**config.mk**
```make
export PLATFORM = sky130hd
export DESIGN_NAME = coh_event_classifier
export DESIGN_NICKNAME = d
export VERILOG_FILES = /design/src/rtl/coh_evt_pkg.sv /design/src/rtl/coh_rsp_decode.sv /design/src/rtl/coh_fwd_decode.sv /design/src/rtl/coh_inr_decode.sv /design/src/rtl/coh_park_ctl.sv /design/src/rtl/coh_event_classifier.sv
export SDC_FILE = /design/constraint.sdc
export NUM_CORES = 1
export LEC_CHECK = 0
export ABC_AREA = 1
export BUFFER_PORTS_ARGS = -buffer_cell sky130_fd_sc_hd__buf_2
export CAP_MARGIN = 20
export CORE_MARGIN = 2
export CORE_UTILIZATION = 30
export CTS_BUF_LIST = sky130_fd_sc_hd__clkbuf_4
export DETAILED_ROUTE_END_ITERATION = 10
export GPL_TIMING_DRIVEN = 0
export PLACE_DENSITY_LB_ADDON = 0.12
export SYNTH_ARGS = -nofsm -noshare
export SYNTH_HDL_FRONTEND = slang
export SYNTH_SLANG_ARGS = --single-unit
```
**constraint.sdc**
```tcl
create_clock -name clk -period 2.5 [get_ports clk]
set_clock_uncertainty 0.15 [all_clocks]
set_input_delay 0.5 -clock clk [delete_from_list [all_inputs] [get_ports clk]]
set_output_delay 0.5 -clock clk [all_outputs]
set_load 0.01 [all_outputs]
```
**src/rtl/coh_evt_pkg.sv**
```systemverilog
package coh_evt_pkg;

    typedef enum logic [4:0] {
        ST_I      = 5'd0,
        ST_S      = 5'd1,
        ST_SS     = 5'd2,
        ST_E      = 5'd3,
        ST_EE     = 5'd4,
        ST_M      = 5'd5,
        ST_MM     = 5'd6,
        ST_IS     = 5'd7,
        ST_IM     = 5'd8,
        ST_SM     = 5'd9,
        ST_MI     = 5'd10,
        ST_SINK   = 5'd11,
        ST_S_IV   = 5'd12,
        ST_E_IV   = 5'd13,
        ST_M_IV   = 5'd14,
        ST_MM_IV  = 5'd15,
        ST_SM_IV  = 5'd16
    } line_st_e;

    typedef enum logic [4:0] {
        EV_NONE          = 5'd0,
        EV_LOAD          = 5'd1,
        EV_STORE         = 5'd2,
        EV_WRITEBACK     = 5'd3,
        EV_INR_DATA_ACK  = 5'd4,
        EV_INR_ACK       = 5'd5,
        EV_INR_INV_OWN   = 5'd6,
        EV_INR_INV_OTHER = 5'd7,
        EV_EVICT         = 5'd8,
        EV_INV           = 5'd9,
        EV_FWD_EXCL      = 5'd10,
        EV_FWD_SHARED    = 5'd11,
        EV_DATA_EXCL     = 5'd12,
        EV_DATA_PEER     = 5'd13,
        EV_DATA_ALL      = 5'd14,
        EV_DATA          = 5'd15,
        EV_ACK_ALL       = 5'd16,
        EV_ACK           = 5'd17,
        EV_WB_ACK        = 5'd18
    } evt_e;

    typedef enum logic [1:0] {
        SRC_RSP = 2'd0,
        SRC_FWD = 2'd1,
        SRC_INR = 2'd2
    } src_e;

    localparam int NUM_Q = 3;

    localparam logic [2:0] RSP_T_DATA_EXCL = 3'd0;
    localparam logic [2:0] RSP_T_DATA      = 3'd1;
    localparam logic [2:0] RSP_T_ACK       = 3'd2;
    localparam logic [2:0] RSP_T_WB_ACK    = 3'd3;

    localparam logic [2:0] FWD_T_INV       = 3'd0;
    localparam logic [2:0] FWD_T_GETX      = 3'd1;
    localparam logic [2:0] FWD_T_UPGRADE   = 3'd2;
    localparam logic [2:0] FWD_T_GETS      = 3'd3;

    localparam logic [2:0] INR_T_GETS      = 3'd0;
    localparam logic [2:0] INR_T_GETX      = 3'd1;
    localparam logic [2:0] INR_T_UPGRADE   = 3'd2;
    localparam logic [2:0] INR_T_PUTX      = 3'd3;
    localparam logic [2:0] INR_T_INV_DATA  = 3'd4;
    localparam logic [2:0] INR_T_INV_ACK   = 3'd5;

    typedef struct packed {
        logic known;
        evt_e code;
    } dec_t;

    function automatic logic inner_may_hold(input logic [4:0] st);
        case (line_st_e'(st))
            ST_S, ST_E, ST_M, ST_S_IV, ST_E_IV, ST_M_IV, ST_SM_IV: return 1'b1;
            default: return 1'b0;
        endcase
    endfunction

endpackage

```
**src/rtl/coh_rsp_decode.sv**
```systemverilog
module coh_rsp_decode
    import coh_evt_pkg::*;
#(
    parameter int ACK_W = 4
) (
    input  logic [2:0]       typ_i,
    input  logic [ACK_W-1:0] ack_cnt_i,
    input  logic [ACK_W-1:0] pend_i,
    input  logic             peer_i,
    input  logic [4:0]       st_i,
    output dec_t             dec_o
);
    logic settled;
    assign settled = (pend_i == ack_cnt_i);

    always_comb begin
        dec_o = '{known: 1'b1, code: EV_NONE};
        case (typ_i)
            RSP_T_DATA_EXCL: dec_o.code = EV_DATA_EXCL;
            RSP_T_DATA: begin
                if (line_st_e'(st_i) == ST_IS && peer_i) dec_o.code = EV_DATA_PEER;
                else if (settled)                       dec_o.code = EV_DATA_ALL;
                else                                    dec_o.code = EV_DATA;
            end
            RSP_T_ACK:    dec_o.code = settled ? EV_ACK_ALL : EV_ACK;
            RSP_T_WB_ACK: dec_o.code = EV_WB_ACK;
            default:      dec_o.known = 1'b0;
        endcase
    end
endmodule

```
**src/rtl/coh_fwd_decode.sv**
```systemverilog
module coh_fwd_decode
    import coh_evt_pkg::*;
(
    input  logic [2:0] typ_i,
    input  logic       line_vld_i,
    input  logic [4:0] st_i,
    output dec_t       dec_o
);
    logic redirect;
    assign redirect = line_vld_i && inner_may_hold(st_i);

    always_comb begin
        dec_o = '{known: 1'b1, code: EV_NONE};
        case (typ_i)
            FWD_T_INV:                 dec_o.code = redirect ? EV_INR_INV_OTHER : EV_INV;
            FWD_T_GETX, FWD_T_UPGRADE: dec_o.code = redirect ? EV_INR_INV_OTHER : EV_FWD_EXCL;
            FWD_T_GETS:                dec_o.code = redirect ? EV_INR_INV_OTHER : EV_FWD_SHARED;
            default:                   dec_o.known = 1'b0;
        endcase
    end
endmodule

```
**src/rtl/coh_inr_decode.sv**
```systemverilog
module coh_inr_decode
    import coh_evt_pkg::*;
#(
    parameter int ADDR_W = 16
) (
    input  logic [2:0]        typ_i,
    input  logic [ADDR_W-1:0] addr_i,
    input  logic              line_vld_i,
    input  logic              way_free_i,
    input  logic [ADDR_W-1:0] vic_addr_i,
    input  logic              vic_vld_i,
    input  logic [4:0]        vic_st_i,
    output dec_t              dec_o,
    output logic [ADDR_W-1:0] tgt_addr_o
);
    evt_e base;
    logic is_demand;

    always_comb begin
        is_demand = 1'b1;
        base      = EV_NONE;
        case (typ_i)
            INR_T_GETS:                 base = EV_LOAD;
            INR_T_GETX, INR_T_UPGRADE:  base = EV_STORE;
            INR_T_PUTX:                 base = EV_WRITEBACK;
            default:                    is_demand = 1'b0;
        endcase
    end

    always_comb begin
        dec_o      = '{known: 1'b1, code: EV_NONE};
        tgt_addr_o = addr_i;
        if (is_demand) begin
            if (line_vld_i || way_free_i) begin
                dec_o.code = base;
            end else begin
                tgt_addr_o = vic_addr_i;
                dec_o.code = (vic_vld_i && inner_may_hold(vic_st_i)) ? EV_INR_INV_OWN : EV_EVICT;
            end
        end else begin
            case (typ_i)
                INR_T_INV_DATA: dec_o.code  = EV_INR_DATA_ACK;
                INR_T_INV_ACK:  dec_o.code  = EV_INR_ACK;
                default:        dec_o.known = 1'b0;
            endcase
        end
    end
endmodule

```
**src/rtl/coh_park_ctl.sv**
```systemverilog
module coh_park_ctl
    import coh_evt_pkg::*;
#(
    parameter int ADDR_W = 16,
    parameter int NQ     = NUM_Q
) (
    input  logic              clk,
    input  logic              rst,
    input  logic [NQ-1:0]     set_i,
    input  logic [ADDR_W-1:0] set_addr_i,
    input  logic              wake_i,
    input  logic [ADDR_W-1:0] wake_addr_i,
    output logic [NQ-1:0]     parked_o
);
    for (genvar q = 0; q < NQ; q++) begin : g_slot
        logic [ADDR_W-1:0] addr_q;
        logic              hit;
        assign hit = wake_i && (wake_addr_i == addr_q);

        always_ff @(posedge clk) begin
            if (rst) begin
                parked_o[q] <= 1'b0;
                addr_q      <= '0;
            end else if (set_i[q]) begin
                parked_o[q] <= 1'b1;
                addr_q      <= set_addr_i;
            end else if (hit) begin
                parked_o[q] <= 1'b0;
            end
        end
    end
endmodule

```
**src/rtl/coh_event_classifier.sv**
```systemverilog
module coh_event_classifier
    import coh_evt_pkg::*;
#(
    parameter int ADDR_W = 16,
    parameter int ACK_W  = 4
) (
    input  logic              clk,
    input  logic              rst,
    input  logic              rsp_vld_i,
    input  logic [2:0]        rsp_type_i,
    input  logic [ADDR_W-1:0] rsp_addr_i,
    input  logic [ACK_W-1:0]  rsp_ack_cnt_i,
    input  logic              rsp_from_peer_i,
    input  logic [4:0]        rsp_line_state_i,
    input  logic [ACK_W-1:0]  rsp_pend_acks_i,
    input  logic              fwd_vld_i,
    input  logic [2:0]        fwd_type_i,
    input  logic [ADDR_W-1:0] fwd_addr_i,
    input  logic              fwd_line_vld_i,
    input  logic [4:0]        fwd_line_state_i,
    input  logic              inr_vld_i,
    input  logic [2:0]        inr_type_i,
    input  logic [ADDR_W-1:0] inr_addr_i,
    input  logic              inr_line_vld_i,
    input  logic              inr_way_free_i,
    input  logic [ADDR_W-1:0] vic_addr_i,
    input  logic              vic_line_vld_i,
    input  logic [4:0]        vic_line_state_i,
    input  logic              evt_stall_i,
    input  logic              wake_i,
    input  logic [ADDR_W-1:0] wake_addr_i,
    output logic              evt_vld_o,
    output logic [1:0]        evt_src_o,
    output logic [4:0]        evt_code_o,
    output logic [ADDR_W-1:0] evt_addr_o,
    output logic              rsp_deq_o,
    output logic              fwd_deq_o,
    output logic              inr_deq_o,
    output logic              err_o
);
    dec_t              rsp_dec, fwd_dec, inr_dec, sel_dec;
    logic [ADDR_W-1:0] inr_tgt, sel_addr;
    logic [NUM_Q-1:0]  parked, elig, deq, park_set;
    logic              have, accept;
    src_e              sel;

    coh_rsp_decode #(.ACK_W(ACK_W)) u_rsp (
        .typ_i(rsp_type_i), .ack_cnt_i(rsp_ack_cnt_i), .pend_i(rsp_pend_acks_i),
        .peer_i(rsp_from_peer_i), .st_i(rsp_line_state_i), .dec_o(rsp_dec)
    );

    coh_fwd_decode u_fwd (
        .typ_i(fwd_type_i), .line_vld_i(fwd_line_vld_i),
        .st_i(fwd_line_state_i), .dec_o(fwd_dec)
    );

    coh_inr_decode #(.ADDR_W(ADDR_W)) u_inr (
        .typ_i(inr_type_i), .addr_i(inr_addr_i), .line_vld_i(inr_line_vld_i),
        .way_free_i(inr_way_free_i), .vic_addr_i(vic_addr_i),
        .vic_vld_i(vic_line_vld_i), .vic_st_i(vic_line_state_i),
        .dec_o(inr_dec), .tgt_addr_o(inr_tgt)
    );

    coh_park_ctl #(.ADDR_W(ADDR_W), .NQ(NUM_Q)) u_park (
        .clk(clk), .rst(rst), .set_i(park_set), .set_addr_i(evt_addr_o),
        .wake_i(wake_i), .wake_addr_i(wake_addr_i), .parked_o(parked)
    );

    assign elig = {inr_vld_i, fwd_vld_i, rsp_vld_i} & ~parked;

    always_comb begin
        have     = |elig;
        sel      = SRC_RSP;
        sel_dec  = rsp_dec;
        sel_addr = rsp_addr_i;
        if (elig[SRC_RSP]) begin
            sel      = SRC_RSP;
            sel_dec  = rsp_dec;
            sel_addr = rsp_addr_i;
        end else if (elig[SRC_FWD]) begin
            sel      = SRC_FWD;
            sel_dec  = fwd_dec;
            sel_addr = fwd_addr_i;
        end else if (elig[SRC_INR]) begin
            sel      = SRC_INR;
            sel_dec  = inr_dec;
            sel_addr = inr_tgt;
        end
    end

    assign evt_vld_o  = have && sel_dec.known;
    assign err_o      = have && !sel_dec.known;
    assign evt_src_o  = evt_vld_o ? sel : 2'd0;
    assign evt_code_o = evt_vld_o ? sel_dec.code : EV_NONE;
    assign evt_addr_o = evt_vld_o ? sel_addr : '0;
    assign accept     = err_o || (evt_vld_o && !evt_stall_i);

    always_comb begin
        deq      = '0;
        park_set = '0;
        deq[sel]      = accept;
        park_set[sel] = evt_vld_o && evt_stall_i;
    end

    assign rsp_deq_o = deq[SRC_RSP];
    assign fwd_deq_o = deq[SRC_FWD];
    assign inr_deq_o = deq[SRC_INR];

    AST_ONE_DEQ: assert property (@(posedge clk) disable iff (rst)
        $onehot0({rsp_deq_o, fwd_deq_o, inr_deq_o}));
    AST_RSP_FIRST: assert property (@(posedge clk) disable iff (rst)
        (rsp_vld_i && !parked[SRC_RSP]) |-> (!fwd_deq_o && !inr_deq_o));
    AST_FWD_REDIRECT: assert property (@(posedge clk) disable iff (rst)
        (evt_vld_o && evt_src_o == SRC_FWD && fwd_line_vld_i && inner_may_hold(fwd_line_state_i))
        |-> evt_code_o == EV_INR_INV_OTHER);
    AST_VICTIM_ADDR: assert property (@(posedge clk) disable iff (rst)
        (evt_vld_o && (evt_code_o == EV_EVICT || evt_code_o == EV_INR_INV_OWN))
        |-> evt_addr_o == vic_addr_i);
    AST_ERR_QUIET: assert property (@(posedge clk) disable iff (rst)
        err_o |-> !evt_vld_o);
    AST_STALL_HOLD: assert property (@(posedge clk) disable iff (rst)
        (evt_vld_o && evt_stall_i) |-> !(rsp_deq_o || fwd_deq_o || inr_deq_o));
    AST_PARK_SKIP: assert property (@(posedge clk) disable iff (rst)
        !((parked[SRC_RSP] && rsp_deq_o) || (parked[SRC_FWD] && fwd_deq_o)
          || (parked[SRC_INR] && inr_deq_o)));
    AST_STALL_PARKS: assert property (@(posedge clk) disable iff (rst)
        (evt_vld_o && evt_stall_i && evt_src_o == SRC_FWD) |=> !fwd_deq_o);
endmodule

```
==> results.json <==
{
  "status": "finished, violations left",
  "failed_checks": "setup timing",
  "diodes": 0,
  "ant_nets": 0,
  "drv_cap": 0,
  "yosysMostFrequentCell": "nor2_1",
  "cts_tree": "done",
  "required_ns": 1.85,
  "hold_violations": 0,
  "first_pass_iters": 4,
  "cts_max_level": 2,
  "grt_pass1_wl_um": 22600,
  "p_switching_uw": 834,
  "gp_congestion": 0.825,
  "synth_top_area_frac": 0.273,
  "synth_flop_cell": "dfxtp_1",
  "worstSetupEndpointType": "output port",
  "timing.final.ws_setup_ns": -0.112,
  "drc": 0,
  "arrival_ns": 1.96,
  "fin_util": 0.455,
  "wl_per_cell_um": 14.3,
  "min_period_over_period": 1.04,
  "fin_area_um2": 5510,
  "clk_latency_ns": 0.39,
  "synth-async-reset-ratio": 0,
  "synthTopCellsByCount": "nor2_1, nand2_1, inv_1, o21ai_0, dfxtp_1",
  "crit_fanout": 5,
  "combinationalPowerShare": 0.413,
  "synth_seq_cells": 51,
  "rsz0062_at_grt": "true",
  "cts.clk_slew.worst_paths_ns": 0.18,
  "io_pins": 152,
  "die_h_um": 116,
  "ir_worst_vdd_v": 0.000201,
  "grt_pass1_vias": 4483,
  "synthTopCellsByArea": "dfxtp_1, nor2_1, nand2_1, inv_1, o21ai_0",
  "synth.distinct_cells": 30,
  "dp_hpwl_um": 10900,
  "worst_slew_pin_slew_ns": 0.658,
  "hold_class": "in -> reg",
  "syn_avg_cell_area_um2": 5.89,
  "internal_power_mw": 1.40,
  "num-fill-cells": 1358,
  "p_leak_nw": 2.78,
  "power_frac_clock": 0.196,
  "via_per_inst": 4.60,
  "yosys.area.top_type": "dfxtp_1",
  "dpl_cell_area_um2": 4710,
  "synth_edf_count": 0,
  "p_seq_frac": 0.391,
  "die_w_um": 116,
  "synthCells": 635,
  "fmax_ghz": 0.383,
  "drive_gt1_frac": 0.342,
  "power_mw": 2.24,
  "clockBufferDepth": 2,
  "root_buffer": "clkbuf_4",
  "yosys_warnings": 0,
  "grt_max_degree": 19,
  "track_usage": 0.215,
  "synth_nets": 759,
  "cts-buffers-inserted": 5,
  "hold_ws_ns": 0.167,
  "rows": 40,
  "fin_crit_ns": 2.61,
  "antenna_found_initial": 0,
  "grt.overflow.total": 0,
  "syn_to_final_growth_pct": 47.3,
  "cts_sinks": 51,
  "die_area_um2": 13400,
  "startpoint_type": "register",
  "seqCellArea_um2": 1030,
  "portBuffers": 151,
  "slew_viol_final": 0,
  "ys_seq_area_frac": 0.273,
  "start_util": 0.309,
  "vias": 4633,
  "multi_input_area_um2": 2540,
  "power_density_nw_per_um2": 406,
  "swShare": 0.373,
  "crit_type": "reg -> out",
  "slew_headroom": 0.561,
  "coreArea_um2": 12100,
  "syn_area_um2": 3740,
  "first_iter_violations": 181,
  "setup_viol": 16,
  "final_nets": 963,
  "wl_um": 14400
}
[metal layers]
metal	track usage	wire length, µm	part of all wire	vias to the layer above
li1	-	-	-	2386
met1	0.273	6250	0.43	2081
met2	0.389	7000	0.49	157
met3	0.0392	995	0.069	9
met4	0.0278	143	0.0099	0
met5	0	0	0	-
[stage by stage]
step	TNS, ns	cells	worst slack [ns]
after global placement	-1.88	954	-0.208
after detailed placement	-2.03	954	-0.226
final	-0.740	1008	-0.112
after global routing	-3.36	1008	-0.232
after floorplan	0	635	0.262
after CTS	-0.942	992	-0.110
[cell usage in the layout, fill, tap and decap left out, drive strengths merged]
cell    synthesis  final
buf            10    207
nor2          157    157
nand2         151    152
inv            80     80
o21ai          58     58
dfxtp          51     51
nand3          37     37
a21oi          21     21
or2            16     16
xnor2          15     15
nand3b         12     12
clkbuf          8     12
xor2            8      8
nand4           6      6
clkinv          0      3
o211ai          2      2
o22ai           2      2
a211oi          1      1
[power by group through the flow]
stage / Sequential (mW) / Clock (mW) / Combinational [mW]
6_report: 0.874 / 0.438 / 0.923
5_1_grt: 0.879 / 0.473 / 1.01
4_1_cts: 0.874 / 0.446 / 0.855
3_5_place_dp: 0.891 / 0 / 0.674
3_3_place_gp: 0.890 / 0 / 0.669
2_1_floorplan: 0.885 / 0 / 0.396
[path summary, 6_finish.rpt]
path                       from                         end  slack (ns)  cells after the start
min reg2reg  u_park.parked_o[2]          u_park.parked_o[2]        0.35                      2
max          u_park.parked_o[2]               evt_addr_o[1]       -0.11                     10
max reg2reg  u_park.parked_o[2]  u_park.g_slot[1].addr_q[3]        0.31                     14
min                         rst          u_park.parked_o[0]        0.17                      2
[registers in the layout, indices dropped and copies added, names as in the netlist]
| register | cells |
|---|---|
| u_park.g_slot.addr_q | 48 |
| u_park.parked_o | 3 |
[final cells by class]
class                      count  share of cell area
multi-input combinational    487               0.462
inverter                      80              0.0581
timing repair buffer         196               0.223
buffer                        18              0.0207
clock buffer                   5             0.00681
tap                          168              0.0381
clock inverter                 3             0.00522
sequential                    51               0.186
[worst max-delay path: stages (launching register included)]
cell     delay (ns)
dfxtp_2        0.37
inv_2          0.07
nand2_4        0.07
inv_1          0.07
nand4_1        0.17
nand3_4        0.17
nand2_8        0.09
buf_12         0.15
buf_4          0.13
nor2_4         0.15
buf_6          0.12
[timing repair]
item	in CTS	in global routing
hold buffers	0	0
gates cloned	3	0
setup buffers	27	17
pin swaps	26	20
endpoints found under the setup margin	23	25
resized for setup	57	33
[kinds of logic (layout without fill, tap and decap cells)]
logic type / after synthesis / after routing / synth area share
AO/OA/AOI/OAI: 84 / 84 / 0.115
XOR/XNOR: 23 / 23 / 0.0538
AND/OR/NAND/NOR: 379 / 380 / 0.454
flip-flops: 51 / 51 / 0.273
buffers and inverters: 98 / 302 / 0.105
Power figures use the tool's default switching activity.
